<file path="src/rtl/adc_ctrl_pkg.sv">
package adc_ctrl_pkg;
  localparam int CODE_W = 10;
  localparam int OUT_W  = 16;
  localparam int IDX_W  = $clog2(CODE_W);
  localparam int PAD_W  = OUT_W - CODE_W;

  typedef enum logic [2:0] {
    SRC_SW  = 3'd0,
    SRC_T0  = 3'd1,
    SRC_T2  = 3'd2,
    SRC_T1  = 3'd3,
    SRC_EXT = 3'd4,
    SRC_T3  = 3'd5
  } startSrc_e;

  typedef struct packed {
    logic             clear;
    logic             decide;
    logic [IDX_W-1:0] bitIdx;
    logic             finish;
  } ctlStrobes_t;
endpackage

</file>
<file path="src/rtl/adc_ctrl_seq.sv">
module adc_ctrl_seq
  import adc_ctrl_pkg::*;
#(
  parameter int SEL_W     = 5,
  parameter int TRACK_CYC = 3
) (
  input  logic             clk,
  input  logic             rstN,
  input  logic [2:0]       startMode,
  input  logic             swStart,
  input  logic             tmr0Ovf,
  input  logic             tmr1Ovf,
  input  logic             tmr2Ovf,
  input  logic             tmr3Ovf,
  input  logic             extStart,
  input  logic [SEL_W-1:0] clkSel,
  output logic             busy,
  output logic             done,
  output ctlStrobes_t      strb
);
  localparam int TOTAL = TRACK_CYC + CODE_W;
  localparam int PH_W  = $clog2(TOTAL + 1);

  logic [2:0]       extSync;
  logic             extRise;
  logic             trigSel;
  logic             startNow;
  logic [SEL_W-1:0] divCnt;
  logic [PH_W-1:0]  phase;
  logic             tick;
  logic             lastTick;

  // two-stage synchroniser plus one history stage for edge detection
  always_ff @(posedge clk or negedge rstN) begin
    if (!rstN) extSync <= '0;
    else       extSync <= {extSync[1:0], extStart};
  end
  assign extRise = extSync[1] & ~extSync[2];

  always_comb begin
    case (startMode)
      SRC_SW:  trigSel = swStart;
      SRC_T0:  trigSel = tmr0Ovf;
      SRC_T2:  trigSel = tmr2Ovf;
      SRC_T1:  trigSel = tmr1Ovf;
      SRC_EXT: trigSel = extRise;
      SRC_T3:  trigSel = tmr3Ovf;
      default: trigSel = 1'b0;
    endcase
  end

  assign startNow = trigSel & ~busy;
  assign tick     = busy && (divCnt >= clkSel);
  assign lastTick = tick && (phase == PH_W'(TOTAL - 1));

  always_ff @(posedge clk or negedge rstN) begin
    if (!rstN) begin
      busy   <= 1'b0;
      done   <= 1'b0;
      divCnt <= '0;
      phase  <= '0;
    end else begin
      done <= lastTick;
      if (startNow) begin
        busy   <= 1'b1;
        divCnt <= '0;
        phase  <= '0;
      end else if (busy) begin
        if (tick) begin
          divCnt <= '0;
          phase  <= phase + 1'b1;
          if (lastTick) busy <= 1'b0;
        end else begin
          divCnt <= divCnt + 1'b1;
        end
      end
    end
  end

  always_comb begin
    strb.clear  = startNow;
    strb.decide = tick && (phase >= PH_W'(TRACK_CYC));
    strb.bitIdx = IDX_W'(CODE_W - 1 - (int'(phase) - TRACK_CYC));
    strb.finish = lastTick;
  end

  // done lasts a single cycle
  assert_done_single_R6: assert property (@(posedge clk) disable iff (!rstN)
    done |=> !done);
  // every end of busy comes with done
  assert_done_on_fall_R6: assert property (@(posedge clk) disable iff (!rstN)
    $fell(busy) |-> done);
  // a running conversion is never restarted by a new trigger
  assert_no_restart_R5: assert property (@(posedge clk) disable iff (!rstN)
    (busy && !lastTick) |=> (busy && (phase == $past(phase) || phase == $past(phase) + 1'b1)));
  // reserved modes never start
  assert_reserved_idle_R3: assert property (@(posedge clk) disable iff (!rstN)
    (!busy && startMode[2:1] == 2'b11) |=> !busy);
endmodule

</file>
<file path="src/rtl/adc_fmt_dp.sv">
module adc_fmt_dp
  import adc_ctrl_pkg::*;
#(
  parameter int NEG_W = 4
) (
  input  logic              clk,
  input  logic              rstN,
  input  ctlStrobes_t       strb,
  input  logic [CODE_W-1:0] rawCode,
  input  logic [NEG_W-1:0]  negSel,
  input  logic              leftJust,
  output logic [OUT_W-1:0]  resultPair
);
  logic [CODE_W-1:0] sarReg;
  logic [CODE_W-1:0] sarNext;
  logic [OUT_W-1:0]  fmtWord;
  logic              isDiff;
  logic [PAD_W-1:0]  signFill;

  // behavioural stand-in for the comparator: one bit resolved per decision
  always_comb begin
    sarNext = sarReg;
    if (strb.decide) sarNext[strb.bitIdx] = rawCode[strb.bitIdx];
  end

  assign isDiff = (negSel != '0);

  for (genvar g = 0; g < PAD_W; g++) begin : gFill
    assign signFill[g] = isDiff & sarNext[CODE_W-1];
  end

  assign fmtWord = leftJust ? {sarNext, {PAD_W{1'b0}}} : {signFill, sarNext};

  always_ff @(posedge clk or negedge rstN) begin
    if (!rstN) begin
      sarReg     <= '0;
      resultPair <= '0;
    end else begin
      if (strb.clear)       sarReg <= '0;
      else if (strb.decide) sarReg <= sarNext;
      if (strb.finish) resultPair <= fmtWord;
    end
  end

  // the pair only moves on completion
  assert_hold_result_R10: assert property (@(posedge clk) disable iff (!rstN)
    !strb.finish |=> $stable(resultPair));
  // left alignment leaves the low bits clear
  assert_left_low_zero_R8: assert property (@(posedge clk) disable iff (!rstN)
    (strb.finish && leftJust) |=> (resultPair[PAD_W-1:0] == '0));
endmodule

</file>
<file path="src/rtl/adc_conv_ctrl.sv">
module adc_conv_ctrl
  import adc_ctrl_pkg::*;
#(
  parameter int SEL_W     = 5,
  parameter int TRACK_CYC = 3,
  parameter int NEG_W     = 4
) (
  input  logic              clk,
  input  logic              rstN,
  input  logic [2:0]        startMode,
  input  logic              swStart,
  input  logic              tmr0Ovf,
  input  logic              tmr1Ovf,
  input  logic              tmr2Ovf,
  input  logic              tmr3Ovf,
  input  logic              extStart,
  input  logic [SEL_W-1:0]  clkSel,
  input  logic [NEG_W-1:0]  negSel,
  input  logic              leftJust,
  input  logic [CODE_W-1:0] rawCode,
  output logic              busy,
  output logic              done,
  output logic [7:0]        resultHi,
  output logic [7:0]        resultLo
);
  ctlStrobes_t      strb;
  logic [OUT_W-1:0] resultPair;

  adc_ctrl_seq #(.SEL_W(SEL_W), .TRACK_CYC(TRACK_CYC)) u_seq (
    .clk(clk), .rstN(rstN), .startMode(startMode), .swStart(swStart),
    .tmr0Ovf(tmr0Ovf), .tmr1Ovf(tmr1Ovf), .tmr2Ovf(tmr2Ovf), .tmr3Ovf(tmr3Ovf),
    .extStart(extStart), .clkSel(clkSel), .busy(busy), .done(done), .strb(strb)
  );

  adc_fmt_dp #(.NEG_W(NEG_W)) u_dp (
    .clk(clk), .rstN(rstN), .strb(strb), .rawCode(rawCode), .negSel(negSel),
    .leftJust(leftJust), .resultPair(resultPair)
  );

  assign resultHi = resultPair[OUT_W-1:OUT_W-8];
  assign resultLo = resultPair[7:0];
endmodule

</file>
<file path="config.mk">
export PLATFORM = sky130hd
export DESIGN_NAME = adc_conv_ctrl
export DESIGN_NICKNAME = d
export VERILOG_FILES = /design/src/rtl/adc_ctrl_pkg.sv /design/src/rtl/adc_ctrl_seq.sv /design/src/rtl/adc_fmt_dp.sv /design/src/rtl/adc_conv_ctrl.sv
export SDC_FILE = /design/constraint.sdc
export NUM_CORES = 1
export LEC_CHECK = 0
export ABC_CLOCK_PERIOD_IN_PS = 6800
export BUFFER_PORTS_ARGS = -buffer_cell sky130_fd_sc_hd__buf_2
export CAP_MARGIN = 20
export CORE_MARGIN = 1.5
export CORE_UTILIZATION = 57
export DETAILED_ROUTE_END_ITERATION = 16
export PLACE_DENSITY = 0.82
export SKIP_CTS_REPAIR_TIMING = 1
export SYNTH_ARGS = -nofsm -noshare
export SYNTH_HDL_FRONTEND = slang
export SYNTH_SLANG_ARGS = --single-unit
export TNS_END_PERCENT = 1
</file>
<file path="constraint.sdc">
create_clock -name clk -period 6.8 [get_ports clk]
set_input_delay 1.36 -clock clk [delete_from_list [all_inputs] [get_ports clk]]
set_output_delay 1.36 -clock clk [all_outputs]
set_load 0.005 [all_outputs]
</file>
==> Yosys cells after proc, flatten, opt, wreduce, memory -nomap -nowiden <==
Index checks and enable logic that the tools add are counted.
{ "totals": {"regBits": 40, "latchBits": 0, "mem_bits_rw": 0, "rom_bits": 0, "in_bits": 31, "output_inout_bits": 18, "elab_cells": 56, "memories": 0} }
{ "op_classes": {"add_sub_neg": 4, "mul": 0, "n_div": 0, "order_cmp": 4, "n_eq_ne": 6, "shifts": 0, "n_mux": 20, "n_bitwise": 5, "n_reduce_logical": 10} }
{ "ops": {"columns": ["cell", "n"], "rows": [
  ["10-bit 2-to-1 mux", 3],
  ["16-bit 2-to-1 mux", 1],
  ["5-bit 2-to-1 mux", 3],
  ["4-bit 2-to-1 mux", 3],
  ["10-bit bitwise mux", 1],
  ["3-bit by 2-bit equality test with 1-bit output, second input constant", 2],
  ["3-bit equality test, second input constant", 2],
  ["1-bit 2-to-1 mux", 6],
  ["1-bit case mux with 6 select lines", 1],
  ["2-bit nonzero test", 3],
  ["5-bit by 1-bit adder with 5-bit output, second input constant", 1],
  ["5-bit greater-or-equal comparator", 1],
  ["4-bit by 5-bit < comparator with 1-bit output, second input constant", 1],
  ["4-bit by 1-bit adder with 4-bit output, second input constant", 1],
  ["1-bit binary-select mux with 4-bit select", 1],
  ["1-bit demux with 4-bit select", 1],
  ["4-bit equality test, second input constant", 1],
  ["4-bit by 1-bit greater-or-equal comparator with 1-bit output, second input constant", 1],
  ["4-bit by 2-bit greater-or-equal comparator with 1-bit output, second input constant", 1],
  ["1-bit logical AND", 4],
  ["4-bit nonzero test", 1],
  ["4-bit by 2-bit subtractor with 4-bit output, second input constant", 1],
  ["4-bit subtractor, first input constant", 1],
  ["1-bit bitwise AND", 3],
  ["other kinds (4)", 5]
]} }

==> Logic depth before layout (Yosys ltp) <==
Gate-level depths: netlist of the first run.
{ "depth": {"ltp_word": 10, "depth_mapped": 11, "depth_no_buf": 9} }

==> By module <==
From an unflattened synthesis of the first run, not the netlist that was laid out.
{ "hier_totals": {"hier_cells": 200, "area_unflattened_um2": 2073.2} }
{ "by_module_without_submodules": {"columns": ["mod", "instances", "cells_per_inst", "area_per_inst_um2", "seq_area_each_um2"], "rows": [
  ["adc_fmt_dp", 1, 111, 1202.4, 650.6],
  ["adc_ctrl_seq", 1, 89, 870.8, 350.3]
]} }

==> Worst setup path before layout of the first run <==
Ideal clock, no wire load.
{ "synth_path": {"kind": "input port to flip-flop", "start": "input clkSel[4]", "end": "register u_dp.resultPair[10]", "setup_ns": 0.143, "arrival_time_ns": 3.067, "required_ns": 6.657, "setup_slack_ns": 3.590, "cell_stages": 9, "path_buffers": 1, "cell_sequence": "inv_1 ha_1 a21oi_1 o211ai_1 nand2_1 clkbuf_1 nor4_1 nor3_1 a21oi_1"} }
{ "synth_between": {"elab_chain_len": 6, "word_cells_on_any_way": 7, "classes_between": "order compare: 1; mux: 2; bitwise: 1; reduce/logical: 3"} }
{ "synth_lines": {"columns": ["item", "line", "rtl"], "rows": [
  ["start: declaration", "adc_conv_ctrl.sv:17", "input logic [SEL_W-1:0] clkSel,"],
  ["5-bit greater-or-equal comparator *", "adc_ctrl_seq.sv:53", "assign tick = busy && (divCnt >= clkSel);"],
  ["1-bit logical AND *", "adc_ctrl_seq.sv:53", null],
  ["1-bit logical AND", "adc_ctrl_seq.sv:82", "strb.decide = tick && (phase >= PH_W'(TRACK_CYC));"],
  ["10-bit 2-to-1 mux", "adc_fmt_dp.sv:23", "if (strb.decide) sarNext[strb.bitIdx] = rawCode[strb.bitIdx];"],
  ["1-bit bitwise AND", "adc_fmt_dp.sv:29", "assign signFill[g] = isDiff & sarNext[CODE_W-1];"],
  ["16-bit 2-to-1 mux", "adc_fmt_dp.sv:32", "assign fmtWord = leftJust ? {sarNext, {PAD_W{1'b0}}} : {signFill, sarNext};"],
  ["end signal: assignment", "adc_fmt_dp.sv:41", "if (strb.finish) resultPair <= fmtWord;"],
  ["end: declaration", "adc_fmt_dp.sv:12", "output logic [OUT_W-1:0] resultPair"]
]} }
Every way passes the cells marked *; elsewhere a longest branch is shown, timed or not.
A chain may end at the register's enable or synchronous reset.

==> Final worst setup path of the first run <==
{ "layout_path": {"start": "input clkSel[4]", "end": "register u_dp.resultPair[11]"} }
The elaborated chain is that of the path after synthesis.

==> results.sh, run 1 <==
export IMPL_htreeDepth=2
export IMPL_min_from="u_seq.extSync[0]"
export IMPL_cts_buffers=5
export IMPL_nNetsFinal=356
export IMPL_synth_xor_area_share_pct=1.77
export IMPL_slowest_delay_ns=0.60
export IMPL_overflow=0
export IMPL_end_kind="flip-flop"
export IMPL_avgSynthCellArea_um2=9.13
export IMPL_clock_skew_ns=0.0120
export IMPL_grt_usage_pct=26.8
export IMPL_rsz0062_at_grt="no"
export IMPL_synth_fa_ha_area_share_pct=6.07
export IMPL_drc=0
export IMPL_die_area_um2=4750
export IMPL_wirelength_mm=5.59
export IMPL_ys_flop_type="dfrtp_1"
export IMPL_hold_viol=0
export IMPL_ys_ff_latch=40
export IMPL_tritoncts="built"
export IMPL_syn_nets=314
export IMPL_synth_edf_count=0
export IMPL_viasPerCell=5.91
export IMPL_synth_most_common_cell="dfrtp_1"
export IMPL_grt_max_degree=41
export IMPL_critPathMaxFanout=32
export IMPL_path_cells="buf_2, inv_1, ha_1, a21oi_1, a21oi_1, nand2_1, o211a_1, nor3_1, a21oi_1"
export IMPL_vdd_drop_max_v=0.000261
export IMPL_drt_iter0_drc=168
export IMPL_grt_pass1_wl_mm=9.31
export IMPL_drt_pass1_iterations=4
export IMPL_cts_sinks=40
export IMPL_required_ns=6.96
export IMPL_worst_pin_slew_ns=1.03
export IMPL_cts_reportedPaths_clkPinSlew_ns=0.08
export IMPL_placementRows=23
export IMPL_io_pins=49
export IMPL_synthesis_area_um2=2470
export IMPL_setup_viol=0
export IMPL_dp_hpwl_mm=3.97
export IMPL_grt_pass1_vias=2025
export IMPL_dp_cells=356
export IMPL_yosysWarnings=0
export IMPL_start_kind="input pin"
export IMPL_drv_slew=0
export IMPL_cp_arrival_ns=3.83
export IMPL_synth_simple_area_share_pct=18.0
export IMPL_synth_compound_area_share_pct=22.3
export IMPL_cp_slowest_cell="nand2_1"
export IMPL_root_buffer="clkbuf_8"
export IMPL_antenna_found_initial=0
export IMPL_ant_nets=0
export IMPL_outcome="complete, no violations"
export IMPL_yosysSeqAreaShare_pct=40.4
export IMPL_power_density_nw_per_um2=352
export IMPL_finalCritPeriodShare_pct=53.9
export IMPL_r2r_start="u_seq.phase[0]"
export IMPL_avgRoutedWirePerCell_um=15.4
export IMPL_clock_latency_ns=0.31
export IMPL_synth_top_area_share_pct=40.4
export IMPL_syn_inst=271
export IMPL_max_freq_mhz=273
export IMPL_synth_area_leaders="dfrtp_1 (40%), ha_1 (6.1%), o21ai_0 (4.4%)"
export IMPL_synth_distinct_cells=51
export IMPL_initial_utilization_pct=60.6
export IMPL_synth_common_cells="dfrtp_1 (40), nor2_1 (29), nand2_1 (26), o21ai_0 (22), inv_1 (19)"
export IMPL_area_delta_synth_final_pct=14.4
export IMPL_hold_path_class="reg2reg"
export IMPL_drive_gt1_share_pct=22.0
export IMPL_fin_tns_setup_ns=0
export IMPL_worstSetupStartpoint="clkSel[4]"
export IMPL_routabilityCongestion=0.857
export IMPL_whs_ns=0.357
export IMPL_synth_top_cell_by_area="dfrtp_1"
export IMPL_cap_violations=0
export IMPL_dr_total_vias=2151
export IMPL_cellLeakagePower_nw=1.33
export IMPL_port_buffers=48
export IMPL_fp_dieH_um=68.9
export IMPL_finalCriticalPeriod_ns=3.66
export IMPL_stdcell_count=364
export IMPL_clockBufferDepth=2
export IMPL_synthMuxAreaShare_pct=5.66
export IMPL_n_antenna_cell=0
export IMPL_crit_type="in2reg"
export IMPL_synth_top_family_by_area="compound AO/OA/AOI/OAI gates"
export IMPL_async_flop_share_pct=100
export IMPL_core_area_um2=4090
export IMPL_relSlewSlack_pct=31.0
export IMPL_crit_top_cell="a21oi_1"
export IMPL_fp_dieW_um=68.9
==> critical path, delay by kind of cell <==
| kind | cells | cell delay, ns |
|---|---|---|
| and+or+nand+nor | 2 | 1.05 |
| adders and majority gates | 1 | 0.28 |
| buffers and inverters | 2 | 0.10 |
| AOI/OAI and AO/OA | 4 | 1.02 |
==> logic make-up (layout without fill, tap and decap cells) <==
kind of cell	count (synthesis)	in the layout
DFF	40	40
buffers and inverters	32	75
adders and majority gates	12	12
and+or+nand+nor	94	94
AOI/OAI and AO/OA	78	78
muxes	10	10
xor gates and xnor gates	5	5
==> final timing paths <==
path,end,slack [ns],cells after the start
max,u_dp.resultPair[11],3.14,9
min,u_seq.extSync[1],0.36,0
max reg2reg,u_dp.resultPair[0],3.34,8
min reg2reg,u_seq.extSync[1],0.36,0
max in group asynchronous,u_dp.sarReg[5],5.06,1
min in group asynchronous,u_seq.extSync[1],1.17,1
==> where the power goes <==
part	leakage, nW	total (W)	internal (W)	switching, W
Clock	0.0614	0.000208	0.000120	0.0000880
Combinational	0.741	0.000436	0.000173	0.000263
Sequential	0.531	0.000352	0.000288	0.0000642
==> final cells by class <==
| cell class | instances | area [µm²] |
|---|---|---|
| multi-input cells | 199 | 1330 |
| inverters | 19 | 71.3 |
| clock inverters | 2 | 38.8 |
| clock buffers | 6 | 82.6 |
| repair buffers | 48 | 240 |
| fillers | 318 | 1260 |
| flip-flops and latches | 40 | 1000 |
| well taps | 50 | 62.6 |
==> layer usage <==
metal | up-vias | GRT usage, % | routed length, µm
met5 | - | 0 | 0
met4 | 0 | 10.3 | 117
met3 | 11 | 5.03 | 343
met2 | 68 | 43.5 | 2580
met1 | 1013 | 35.6 | 2540
li1 | 1059 | - | -
==> cell usage in the layout (no fill, tap or decap), types with 2 or more instances in the layout <==
cell type	n
dfrtp_1	40
nor2_1	29
o21a_1	4
mux4_2	3
buf_2	48
clkbuf_8	6
nor4_1	2
a21oi_1	9
o2bb2ai_1	6
o311ai_1	4
o311a_1	2
nand4_1	2
nand2b_1	6
mux2_2	2
ha_1	12
o22ai_1	2
xor2_1	2
o21ai_0	22
o211ai_1	2
nor3_1	6
a22o_1	2
mux2i_1	5
o21bai_1	4
xnor2_1	3
o21ai_1	3
a31oi_1	2
inv_1	19
nand2_1	26
nor2b_1	4
nand3_1	11
a32o_1	2
or2_2	2
o31ai_1	4
==> through the flow <==
stage / util (%) / setup slack (ns) / area (µm²) / total power, W
3_5_place_dp: 66.3 / 2.88 / 2710 / 0.000784
5_1_grt: 69.3 / 2.88 / 2830 / 0.00107
2_1_floorplan: - / 3.59 / 2470 / 0.000692
4_1_cts: 69.3 / 3.16 / 2830 / 0.000996
6_report: 69.3 / 3.14 / 2830 / 0.000996
3_3_place_gp: 66.3 / 2.96 / 2710 / 0.000771
==> flip-flops by register name, summed over array words and instances, names as in the netlist <==
name,count
u_seq.extSync,3
u_dp.sarReg,10
u_seq.done,1
u_seq.phase,4
u_seq.busy,1
u_seq.divCnt,5
u_dp.resultPair,16
Note: power is estimated with default switching activity, not from simulation.
==> inputs of run 2 (changes only) <==
ABC_CLOCK_PERIOD_IN_PS = 3500   (was 6800)
CORE_UTILIZATION = 55   (was 57)
PLACE_DENSITY = 0.8   (was 0.82)
clock period = 3.5 ns   (was 6.8 ns; I/O delays follow)
==> results.sh, run 2 (synthesis gave the netlist of run 1 again) <==
export IMPL_tritoncts="built"
export IMPL_cts_sinks=40
export IMPL_fp_dieH_um=70.1
export IMPL_outcome="complete, no violations"
export IMPL_seqPwrFrac_pct=34.3
export IMPL_initial_utilization_pct=56.8
export IMPL_min_from="u_seq.extSync[0]"
export IMPL_final_cell_mix="buf_2 (48), dfrtp_1 (40), nor2_1 (29)"
export IMPL_cp_top_family="compound AO/OA/AOI/OAI gates"
export IMPL_worst_pin_slew_ns=0.982
export IMPL_hold_path_class="reg2reg"
export IMPL_die_area_um2=4910
export IMPL_ant_nets=0
export IMPL_port_buffers=48
export IMPL_cp_arrival_ns=3.29
export IMPL_p_int_w=0.00113
export IMPL_r2r_end="u_dp.resultPair[0]"
export IMPL_grt_usage_pct=24.0
export IMPL_slowest_delay_ns=0.84
export IMPL_drc=0
export IMPL_r2r_start="u_seq.phase[1]"
export IMPL_grt_max_degree=41
export IMPL_io_pins=49
export IMPL_hold_viol=0
export IMPL_relSlewSlack_pct=34.4
export IMPL_finalCriticalPeriod_ns=3.09
export IMPL_cts_buffers=5
export IMPL_r2r_cells=8
export IMPL_reg_top3="u_dp.resultPair x16, u_dp.sarReg x10, u_seq.divCnt x5"
export IMPL_required_ns=3.70
export IMPL_cts_reportedPaths_clkPinSlew_ns=0.08
export IMPL_cap_violations=0
export IMPL_cp_num_buf_inv=1
export IMPL_clockBufferDepth=2
export IMPL_htreeDepth=2
export IMPL_setup_viol=0
export IMPL_crit_end="u_dp.resultPair[0]"
export IMPL_crit_top_cell="mux2i_1"
export IMPL_grt_pass1_wl_mm=9.50
export IMPL_antenna_found_initial=0
export IMPL_swShare_pct=41.7
export IMPL_drv_slew=0
export IMPL_routabilityCongestion=0.817
export IMPL_overflow=0
export IMPL_finalCritPeriodShare_pct=88.4
export IMPL_end_kind="flip-flop"
export IMPL_comb_power_share_pct=46.1
export IMPL_critPathMaxFanout=12
export IMPL_area_delta_synth_final_pct=15.6
export IMPL_drive_gt1_share_pct=23.2
export IMPL_dr_total_vias=2174
export IMPL_rsz0062_at_grt="no"
export IMPL_whs_ns=0.350
export IMPL_finish_utilization_pct=65.7
export IMPL_worstSetupStartpoint="u_seq.phase[1]"
export IMPL_wirelength_mm=5.51
export IMPL_cellLeakagePower_nw=1.35
export IMPL_r2r_slack_ns=0.41
export IMPL_viasPerCell=5.86
export IMPL_vdd_drop_max_v=0.000336
export IMPL_grt_pass1_vias=2065
export IMPL_fp_dieW_um=70.1
export IMPL_layout_commonest_cell="buf_2"
export IMPL_root_buffer="clkbuf_8"
export IMPL_drt_pass1_iterations=4
export IMPL_cp_slowest_cell="o311ai_2"
export IMPL_nNetsFinal=361
export IMPL_power_switching_w=0.000806
export IMPL_cp_depth=8
export IMPL_power_w=0.00193
export IMPL_placementRows=24
export IMPL_n_antenna_cell=0
export IMPL_regMostFlops="u_dp.resultPair"
export IMPL_fin_tns_setup_ns=0
export IMPL_clock_latency_ns=0.30
export IMPL_crit_type="reg2reg"
export IMPL_pwr_share_clk_pct=19.6
export IMPL_max_freq_mhz=323
export IMPL_dp_hpwl_mm=4.07
export IMPL_clock_skew_ns=0.00869
export IMPL_drt_iter0_drc=155
export IMPL_path_cells="inv_1, ha_1, mux4_2, mux2i_1, o31a_1, o311ai_2, mux2i_1, o31ai_1"
export IMPL_largest_reg_flops=16
export IMPL_avgRoutedWirePerCell_um=14.9
export IMPL_power_density_nw_per_um2=675
export IMPL_start_kind="flip-flop"
export IMPL_core_area_um2=4350
==> run 2: cell count changes in the layout (fill, tap and decap cells not counted) <==
cell,delta
clkinvlp_4,+1
clkbuf_8,-1
clkinv_2,+1
buf_4,+5
clkinv_4,-1
==> run 2: area by class of cell <==
cell class / instances / area [µm²]
Sequential cell: 40 / 1000
Tap cell: 52 / 65.1
Timing Repair Buffer: 53 / 278
Clock inverter: 3 / 42.5
Multi-Input combinational cell: 199 / 1330
Fill cell: 369 / 1490
Clock buffer: 5 / 68.8
Inverter: 19 / 71.3
==> run 2: worst min-delay path by stage <==
stage                     cells after the start          endpoint
after floorplan                               0  u_seq.extSync[1]
after global placement                        0  u_seq.extSync[1]
after detailed placement                      0  u_seq.extSync[1]
after CTS                                     0  u_seq.extSync[1]
after global routing                          0  u_seq.extSync[1]
final                                         0  u_seq.extSync[1]
==> run 2: power by group through the flow <==
stage | logic (W) | registers [W] | clock network (W)
after floorplan | 0.000708 | 0.000636 | 0
after global placement | 0.000854 | 0.000665 | 0
after detailed placement | 0.000881 | 0.000668 | 0
after CTS | 0.000887 | 0.000661 | 0.000385
after global routing | 0.000992 | 0.000677 | 0.000402
final | 0.000890 | 0.000662 | 0.000379
==> run 2: worst reg2reg max path: stages (launching register included) <==
cell	delay (ns)
dfrtp_1	0.53
inv_1	0.13
ha_1	0.35
mux4_2	0.27
mux2i_1	0.09
o31a_1	0.26
o311ai_2	0.84
mux2i_1	0.25
o31ai_1	0.29
==> run 2: per-stage QoR <==
step	instances	instance area, µm²	setup WS [ns]
after global placement	363	2750	0.305
after global routing	371	2860	0.169
after CTS	371	2860	0.430
final	371	2860	0.405
after floorplan	271	2470	0.950
after detailed placement	363	2750	0.246
==> run 2: layer usage <==
layer	share of wire, %	vias up	wire length [µm]	GRT usage, %
li1	-	1066	-	-
met1	46	1024	2550	33.3
met2	47	76	2570	38.4
met3	5.4	8	297	4.18
met4	1.7	0	92	7.69
met5	0	-	0	0
